**src/rtl/owid_pkg.sv**
```systemverilog
package owid_pkg;
  localparam int unsigned OWID_CRC_W = 8;

  function automatic logic [OWID_CRC_W-1:0] crc_refl_step(
    input logic [OWID_CRC_W-1:0] r,
    input logic                  b,
    input logic [OWID_CRC_W-1:0] poly_refl
  );
    logic fb;
    logic [OWID_CRC_W-1:0] s;
    fb = b ^ r[0];
    s  = r >> 1;
    if (fb) s = s ^ poly_refl;
    return s;
  endfunction
endpackage

```
**src/rtl/owid_seq_ctrl.sv**
```systemverilog
module owid_seq_ctrl #(
  parameter int unsigned ID_BITS   = 64,
  parameter int unsigned DATA_BITS = 56,
  localparam int unsigned CW = $clog2(ID_BITS + 1)
) (
  input  logic          clk,
  input  logic          rst_n,
  input  logic          clear,
  input  logic          abort,
  input  logic          bit_valid,
  output logic          active,
  output logic          accept,
  output logic [CW-1:0] pos,
  output logic          data_end,
  output logic          id_end
);
  logic          active_q;
  logic [CW-1:0] pos_q;

  assign active   = active_q;
  assign pos      = pos_q;
  assign accept   = active_q & bit_valid & ~clear & ~abort;
  assign data_end = accept & (pos_q == CW'(DATA_BITS - 1));
  assign id_end   = accept & (pos_q == CW'(ID_BITS - 1));

  always_ff @(posedge clk or negedge rst_n) begin
    if (!rst_n) begin
      active_q <= 1'b0;
      pos_q    <= '0;
    end else if (abort) begin
      active_q <= 1'b0;
      pos_q    <= '0;
    end else if (clear) begin
      active_q <= 1'b1;
      pos_q    <= '0;
    end else if (accept) begin
      pos_q <= pos_q + 1'b1;
      if (id_end) active_q <= 1'b0;
    end
  end

  assert_pos_bound_R7: assert property (@(posedge clk) disable iff (!rst_n)
    pos_q <= CW'(ID_BITS));

  assert_idle_count_R7: assert property (@(posedge clk) disable iff (!rst_n)
    (!active_q && !clear && !abort) |=> $stable(pos_q) && !active_q);

  assert_abort_idle_R9: assert property (@(posedge clk) disable iff (!rst_n)
    abort |=> !active_q && pos_q == '0);
endmodule

```
**src/rtl/owid_crc_reg.sv**
```systemverilog
module owid_crc_reg
  import owid_pkg::*;
#(
  parameter int unsigned W = OWID_CRC_W,
  parameter logic [W-1:0] POLY_REFL = 8'h8C
) (
  input  logic         clk,
  input  logic         rst_n,
  input  logic         restart,
  input  logic         shift_en,
  input  logic         bit_in,
  output logic [W-1:0] crc_q,
  output logic [W-1:0] crc_next
);
  assign crc_next = crc_refl_step(crc_q, bit_in, POLY_REFL);

  always_ff @(posedge clk or negedge rst_n) begin
    if (!rst_n)        crc_q <= '0;
    else if (restart)  crc_q <= '0;
    else if (shift_en) crc_q <= crc_next;
  end

  assert_restart_zero_R2: assert property (@(posedge clk) disable iff (!rst_n)
    restart |=> crc_q == '0);

  assert_hold_gap_R8: assert property (@(posedge clk) disable iff (!rst_n)
    (!restart && !shift_en) |=> $stable(crc_q));
endmodule

```
**src/rtl/owid_field_cap.sv**
```systemverilog
module owid_field_cap #(
  parameter int unsigned ID_BITS = 64,
  localparam int unsigned CW = $clog2(ID_BITS + 1)
) (
  input  logic               clk,
  input  logic               rst_n,
  input  logic               restart,
  input  logic               wr_en,
  input  logic [CW-1:0]      pos,
  input  logic               bit_in,
  output logic [ID_BITS-1:0] id_q
);
  for (genvar i = 0; i < ID_BITS; i++) begin : g_slot
    always_ff @(posedge clk or negedge rst_n) begin
      if (!rst_n)                            id_q[i] <= 1'b0;
      else if (restart)                      id_q[i] <= 1'b0;
      else if (wr_en && pos == CW'(i))       id_q[i] <= bit_in;
    end
  end

  assert_cap_hold_R8: assert property (@(posedge clk) disable iff (!rst_n)
    (!restart && !wr_en) |=> $stable(id_q));
endmodule

```
**src/rtl/owid_crc_check.sv**
```systemverilog
module owid_crc_check
  import owid_pkg::*;
#(
  parameter int unsigned ID_BITS = 64,
  parameter int unsigned FAM_W   = 8,
  parameter int unsigned CRC_W   = OWID_CRC_W,
  parameter logic [CRC_W-1:0] POLY_REFL = 8'h8C,
  localparam int unsigned DATA_BITS = ID_BITS - CRC_W,
  localparam int unsigned SER_W     = DATA_BITS - FAM_W,
  localparam int unsigned CW        = $clog2(ID_BITS + 1)
) (
  input  logic             clk,
  input  logic             rst_n,
  input  logic             clear,
  input  logic             abort,
  input  logic             bit_valid,
  input  logic             bit_in,
  output logic             done,
  output logic             pass,
  output logic [FAM_W-1:0] family,
  output logic [SER_W-1:0] serial,
  output logic [CRC_W-1:0] crc_rx,
  output logic [CRC_W-1:0] crc_calc
);
  logic               active, accept, data_end, id_end, restart;
  logic [CW-1:0]      pos;
  logic [CRC_W-1:0]   crc_q, crc_next;
  logic [ID_BITS-1:0] id_q;
  logic               done_q, pass_q;
  logic [CRC_W-1:0]   calc_q;

  assign restart = clear | abort;

  owid_seq_ctrl #(.ID_BITS(ID_BITS), .DATA_BITS(DATA_BITS)) i_ctrl (
    .clk(clk), .rst_n(rst_n), .clear(clear), .abort(abort),
    .bit_valid(bit_valid), .active(active), .accept(accept), .pos(pos),
    .data_end(data_end), .id_end(id_end)
  );

  owid_crc_reg #(.W(CRC_W), .POLY_REFL(POLY_REFL)) i_crc (
    .clk(clk), .rst_n(rst_n), .restart(restart), .shift_en(accept),
    .bit_in(bit_in), .crc_q(crc_q), .crc_next(crc_next)
  );

  owid_field_cap #(.ID_BITS(ID_BITS)) i_cap (
    .clk(clk), .rst_n(rst_n), .restart(restart), .wr_en(accept),
    .pos(pos), .bit_in(bit_in), .id_q(id_q)
  );

  always_ff @(posedge clk or negedge rst_n) begin
    if (!rst_n) begin
      done_q <= 1'b0;
      pass_q <= 1'b0;
      calc_q <= '0;
    end else if (restart) begin
      done_q <= 1'b0;
      pass_q <= 1'b0;
      calc_q <= '0;
    end else begin
      done_q <= id_end;
      if (id_end)   pass_q <= (crc_next == '0);
      if (data_end) calc_q <= crc_next;
    end
  end

  assign done     = done_q;
  assign pass     = pass_q;
  assign crc_calc = calc_q;
  assign family   = id_q[FAM_W-1:0];
  assign serial   = id_q[DATA_BITS-1:FAM_W];
  assign crc_rx   = id_q[ID_BITS-1:DATA_BITS];

  assert_done_pulse_R6: assert property (@(posedge clk) disable iff (!rst_n)
    done_q |=> !done_q);

  assert_done_cause_R6: assert property (@(posedge clk) disable iff (!rst_n)
    done_q |-> $past(accept));

  assert_pass_residue_R6: assert property (@(posedge clk) disable iff (!rst_n)
    done_q |-> (pass_q == (crc_q == '0)));

  assert_abort_clears_R9: assert property (@(posedge clk) disable iff (!rst_n)
    abort |=> !done_q && !pass_q && calc_q == '0);

  assert_calc_hold_R5: assert property (@(posedge clk) disable iff (!rst_n)
    (!restart && !data_end) |=> $stable(calc_q));

  assert_after_end_R7: assert property (@(posedge clk) disable iff (!rst_n)
    (!active && !restart) |=> $stable(crc_q) && $stable(id_q) && $stable(pass_q));
endmodule

```
**config.mk**
```make
export PLATFORM = sky130hd
export DESIGN_NAME = owid_crc_check
export DESIGN_NICKNAME = d
export VERILOG_FILES = /design/src/rtl/owid_pkg.sv /design/src/rtl/owid_seq_ctrl.sv /design/src/rtl/owid_crc_reg.sv /design/src/rtl/owid_field_cap.sv /design/src/rtl/owid_crc_check.sv
export SDC_FILE = /design/constraint.sdc
export NUM_CORES = 1
export LEC_CHECK = 0
export ABC_AREA = 1
export BUFFER_PORTS_ARGS = -buffer_cell sky130_fd_sc_hd__clkbuf_2
export CAP_MARGIN = 10
export CORE_MARGIN = 4
export CORE_UTILIZATION = 56
export DETAILED_ROUTE_END_ITERATION = 12
export PLACE_DENSITY = 0.77
export SLEW_MARGIN = 20
export SYNTH_ARGS = -nofsm -noshare
export SYNTH_HDL_FRONTEND = slang
export SYNTH_SLANG_ARGS = --single-unit
export TNS_END_PERCENT = 30
```
**constraint.sdc**
```tcl
create_clock -name clk -period 1.6 [get_ports clk]
set_input_delay 0.4 -clock clk [delete_from_list [all_inputs] [get_ports clk]]
set_output_delay 0.4 -clock clk [all_outputs]
set_load 0.01 [all_outputs]
```
---- Yosys cells after proc, flatten, opt, wreduce, memory -nomap -nowiden ----
Index checks and enable logic that the tools add are counted.
cells by class
  shift-type cells ........................ 0
  equality and inequality tests ........... 63
  magnitude comparators ................... 0
  bitwise operators ....................... 10
  div/mod/pow operators ................... 0
  muxes and demuxes ....................... 143
  add/sub/neg operators ................... 1
  multiply operators ...................... 0
  reductions and logical operators ........ 136
operator list
  cell                                                              count
  7-bit by 6-bit == test with 1-bit output (second input constant)  32
  1-bit 2-to-1 mux                                                  135
  2-bit nonzero test                                                67
  7-bit by 5-bit == test with 1-bit output (second input constant)  16
  1-bit logical AND                                                 64
  7-bit by 4-bit == test with 1-bit output (second input constant)  8
  8-bit 2-to-1 mux                                                  5
  7-bit by 3-bit == test with 1-bit output (second input constant)  4
  7-bit 2-to-1 mux                                                  3
  7-bit by 2-bit == test with 1-bit output (second input constant)  2
  8-bit zero test                                                   1
  7-bit by 1-bit adder with 7-bit output (second input constant)    1
  7-bit by 1-bit == test with 1-bit output (second input constant)  1
  7-bit zero test                                                   1
  3-bit nonzero test                                                2
  1-bit AND                                                         5
  2-bit NOT with 3-bit output                                       1
  1-bit NOT                                                         2
  2-bit AND reduction                                               1
  1-bit bitwise OR                                                  1
  1-bit bitwise XOR                                                 1
storage, ports and cells
  RAM bits ................................ 0
  flip-flop bits (word level) ............. 90
  logic and storage cells ................. 423
  output and inout bits ................... 74
  memories kept ........................... 0
  memory bits (read-only) ................. 0
  bits in latches ......................... 0
  input bits .............................. 6

---- Depth between registers and ports, before layout ----
  word-level depth ........................ 8
  gate-level depth with buffers ........... 9
  gate-level depth less buffers ........... 8

---- By module ----
From an unflattened synthesis, not the netlist that was laid out.
second synthesis, totals
  cell total of the unflattened synthesis .. 655
  area, all modules ....................... 4804.6 µm²
by module, submodules not included
  module          cells each  sequential area each (µm²)  instances  area an instance (µm²)
  owid_field_cap  498         1601.5                      1          3464.6
  owid_crc_check  49          250.2                       1          466.7
  owid_seq_ctrl   58          200.2                       1          466.7
  owid_crc_reg    50          200.2                       1          406.6

---- Least setup slack after synthesis ----
OpenSTA, ideal clock, no wires.
  path type ............................... register to register
  from .................................... register i_ctrl.pos_q[0] (netlist: i_ctrl.pos[0])
  to ...................................... register calc_q[5] (netlist: crc_calc[5])
  stages on the path, launching flop included .. 8
  setup time .............................. 127 ps
  period minus slack after synthesis ...... 1285 ps
  path buffers ............................ 1
  slack ................................... 315 ps
  data required time ...................... 1473 ps
  data arrival time ....................... 1157 ps
  path through ............................ dfrtp_1 ha_1 nand3_1 inv_2 nand3_2 buf_6 nand3_1 o21ai_0
on the way
  word-level cells in the longest chain between the ends .. 3
RTL lines
  what                                      RTL line              text
  start, declared                           owid_seq_ctrl.sv:18   logic [CW-1:0] pos_q;
  start signal, assigned                    owid_seq_ctrl.sv:37   pos_q <= pos_q + 1'b1;
  7-bit by 6-bit == test with 1-bit output  owid_seq_ctrl.sv:23   assign data_end = accept & (pos_q == CW'(DATA_BITS - 1));
  1-bit AND                                 owid_seq_ctrl.sv:23
  2-bit nonzero test (no line)              --
  end signal, assigned                      owid_crc_check.sv:62  if (data_end) calc_q <= crc_next;
  end, declared                             owid_crc_check.sv:30  logic [CRC_W-1:0] calc_q;
Every way passes these cells.
A chain may end at the register's enable or synchronous reset.

---- Final worst setup path ----
  from .................................... register i_ctrl.pos_q[0] (netlist: i_ctrl.pos[0])
  to ...................................... register i_cap.id_q[10]
on the way
  word-level cells in the longest chain between the ends .. 3
RTL lines
  what                                      RTL line              text
  7-bit by 4-bit == test with 1-bit output  owid_field_cap.sv:17  else if (wr_en && pos == CW'(i)) id_q[i] <= bit_in;
  1-bit logical AND                         owid_field_cap.sv:17
  2-bit nonzero test (no line)              --
  end signal, assigned by index             owid_field_cap.sv:17
  end, declared                             owid_field_cap.sv:11  output logic [ID_BITS-1:0] id_q
Every way passes these cells.

==> results.yml <==
run_status:
  status: "finished, final reports clean"
critical_path:
  path_cells: "inv_1, ha_1, nand3_1, nor2_1, nand2_1, nand3_1, nand2_1"
  start_kind: "flop"
  cp.arrival_ns: 1.79
  reg2reg_from: "i_ctrl.pos[0]"
  cp-end-kind: "flop"
  cpLargestDelayFamily: "simple AND/OR/NAND/NOR gates"
  cp_data_required_time_ns: 1.84
  r2r_end: "i_cap.id_q[10]"
  cp_num_buf_inv: 1
  r2r_slack_ns: 0.05
  slowest_delay_ns: 0.42
  critPathMaxFanout: 4
  r2r_cells: 7
  crit_cells: 7
  cp_slowest_cell: "dfrtp_1"
  path_class: "flop to flop"
pwr:
  power_frac_clock: 0.407
  swShare: 0.228
  p_switching_w: 0.000960
  seqPwrFrac: 0.542
  powerDensity_nw_per_um2: 771
  p_int_w: 0.00325
  pwr-share-comb: 0.052
  leakage_nw: 3.08
  vdd_drop_max_uv: 496
synthesis:
  synthDistinctLibCells: 23
  netlist_area_um2: 4730
  synth_cells: 632
  ys_seq_area_frac: 0.477
  synth_top_area_frac: 0.477
  syn_nets: 642
  synthTopCellsByArea: "dfrtp_1, nand2_1, nand3_1, inv_1, nand4_1"
  yosysWarnings: 0
  synth.avg_cell_area_um2: 7.48
  ys_ff_latch: 90
  synth.largest_area_cell: "dfrtp_1"
floorplanning:
  start_util: 0.575
  dieArea_um2: 9970
  io-pin-count: 80
  die_y_um: 99.9
  coreArea_um2: 8220
  die_x_um: 99.9
  placementRows: 33
layout:
  num-fill-cells: 738
  layout.nets: 709
  multiInputGateArea_um2: 2050
  final_core_util: 0.665
  drive_above_1_share: 0.202
  area_delta_synth_final_pct: 15.6
  seq_area_um2: 2250
  final_common_cell: "nand2_1"
  num_antenna_cells: 0
  layout_common_cells: "nand2_1, dfrtp_1, nand3_1, clkbuf_2, inv_1"
routing:
  drc: 0
  drtPass1Iterations: 5
  vias: 4341
  drt_wl_total_um: 11600
  detail_route.wl_per_cell_um: 14.3
  drt_iter0_drc: 324
  drt-vias-per-instance: 5.37
  antenna_left: 0
clocking:
  cts_buffers: 9
  clkTransAtPathRegs_ns: 0.09
  cts_setup_buffers: 0
  cts-root-buf: "clkbuf_8"
  ctsHtreeMaxLevel: 3
  cts-resized-gates: 0
  worstSkewPairLatency_ns: 0.35
  tritoncts: "built"
  cts_buffer_depth: 2
  cts_num_sinks: 90
  cts_hold_buf: 0
sta:
  timing.fmax_ghz: 0.646
  setup_viol: 0
  rsz0062_at_grt: "yes"
  period_share: 0.968
  clock_skew_ns: 0.00892
  finalCriticalPeriod_ns: 1.55
  finalMaxSlewViolations: 0
  whs_ns: 0.0388
  relSlewSlack: 0.662
  tightest_slew_ns: 0.507
  hold_violations: 0
  tns_ns: 0
global_route:
  grt_overflow_total: 0
  antenna_found_initial: 0
  grt_max_degree: 91
  grt_pass1_wl_um: 19500
  track_usage: 0.243
  grt_pass1_vias: 4038
place:
  io_buffers: 79
  hpwl_um: 7860
  place_congestion: 0.891
hold_path:
  hp-class: "primary input to asynchronous set/reset pin"
flow_run:
  cap_violations: 0
==> Yosys cell counts (all sizes together) <==
cell type / n
buf: 29
nand2: 224
nor3: 1
a21oi: 6
o22ai: 1
o21ai: 20
nand3: 90
nor2: 57
nand4: 36
inv: 66
clkbuf: 7
dfrtp: 90
nor4: 1
ha: 4
==> stage by stage <==
stage	worst slack [ns]	total power, W	instance area, µm²	instances
6_report	0.0515	0.00421	5460	809
5_1_grt	-0.0755	0.00436	5460	809
4_1_cts	0.0248	0.00425	5430	809
3_5_place_dp	0.0317	0.00255	5220	793
3_3_place_gp	0.105	0.00254	5220	793
2_1_floorplan	0.315	0.00245	4730	632
==> final cells by class <==
type                    instances  share of cell area
flip-flops and latches         90               0.413
inverters                      66              0.0454
clock inverters                 4              0.0135
well taps                     105              0.0241
repair buffers                 92               0.102
multi-input cells             440               0.375
clock buffers                  12              0.0266
==> cell families (layout without fill, tap and decap cells) <==
| kind of cell | Yosys count | count (layout) | synth area share |
|---|---|---|---|
| buf+inv | 102 | 174 | 0.0964 |
| compound gates | 27 | 27 | 0.0289 |
| flops | 90 | 90 | 0.477 |
| fa+ha+maj | 4 | 4 | 0.0106 |
| simple gates | 409 | 409 | 0.388 |
==> power by group through the flow <==
stage                     sequential (W)  combinational [W]  clock [W]
after floorplan                  0.00233           0.000119          0
after global placement           0.00233           0.000215          0
after detailed placement         0.00233           0.000218          0
after CTS                        0.00228           0.000219    0.00175
after global routing             0.00228           0.000244    0.00184
final                            0.00228           0.000218    0.00171
==> routing by layer <==
layer / wire length [µm] / share of wire / GRT usage
met2: 5470 / 0.47 / 0.378
met4: 161 / 0.014 / 0.0714
met3: 692 / 0.060 / 0.0473
met5: 0 / 0 / 0
met1: 5230 / 0.45 / 0.349
==> registers in the layout, summed over array words and instances, names as in the netlist <==
signal,cells
i_ctrl.active,1
i_cap.id_q,64
crc_calc,8
i_ctrl.pos,7
done,1
pass,1
i_crc.crc_q,8
==> worst max path at each step <==
stage / to / slack, ns / startpoint
2_1_floorplan: crc_calc[5] / 0.32 / i_ctrl.pos[0]
3_3_place_gp: i_cap.id_q[54] / 0.11 / i_ctrl.pos[0]
3_5_place_dp: crc_calc[3] / 0.03 / abort
4_1_cts: crc_calc[4] / 0.02 / i_ctrl.pos[0]
5_1_grt: i_cap.id_q[22] / -0.08 / i_ctrl.pos[0]
6_report: i_cap.id_q[10] / 0.05 / i_ctrl.pos[0]
Note: power is estimated with default switching activity, not from simulation.
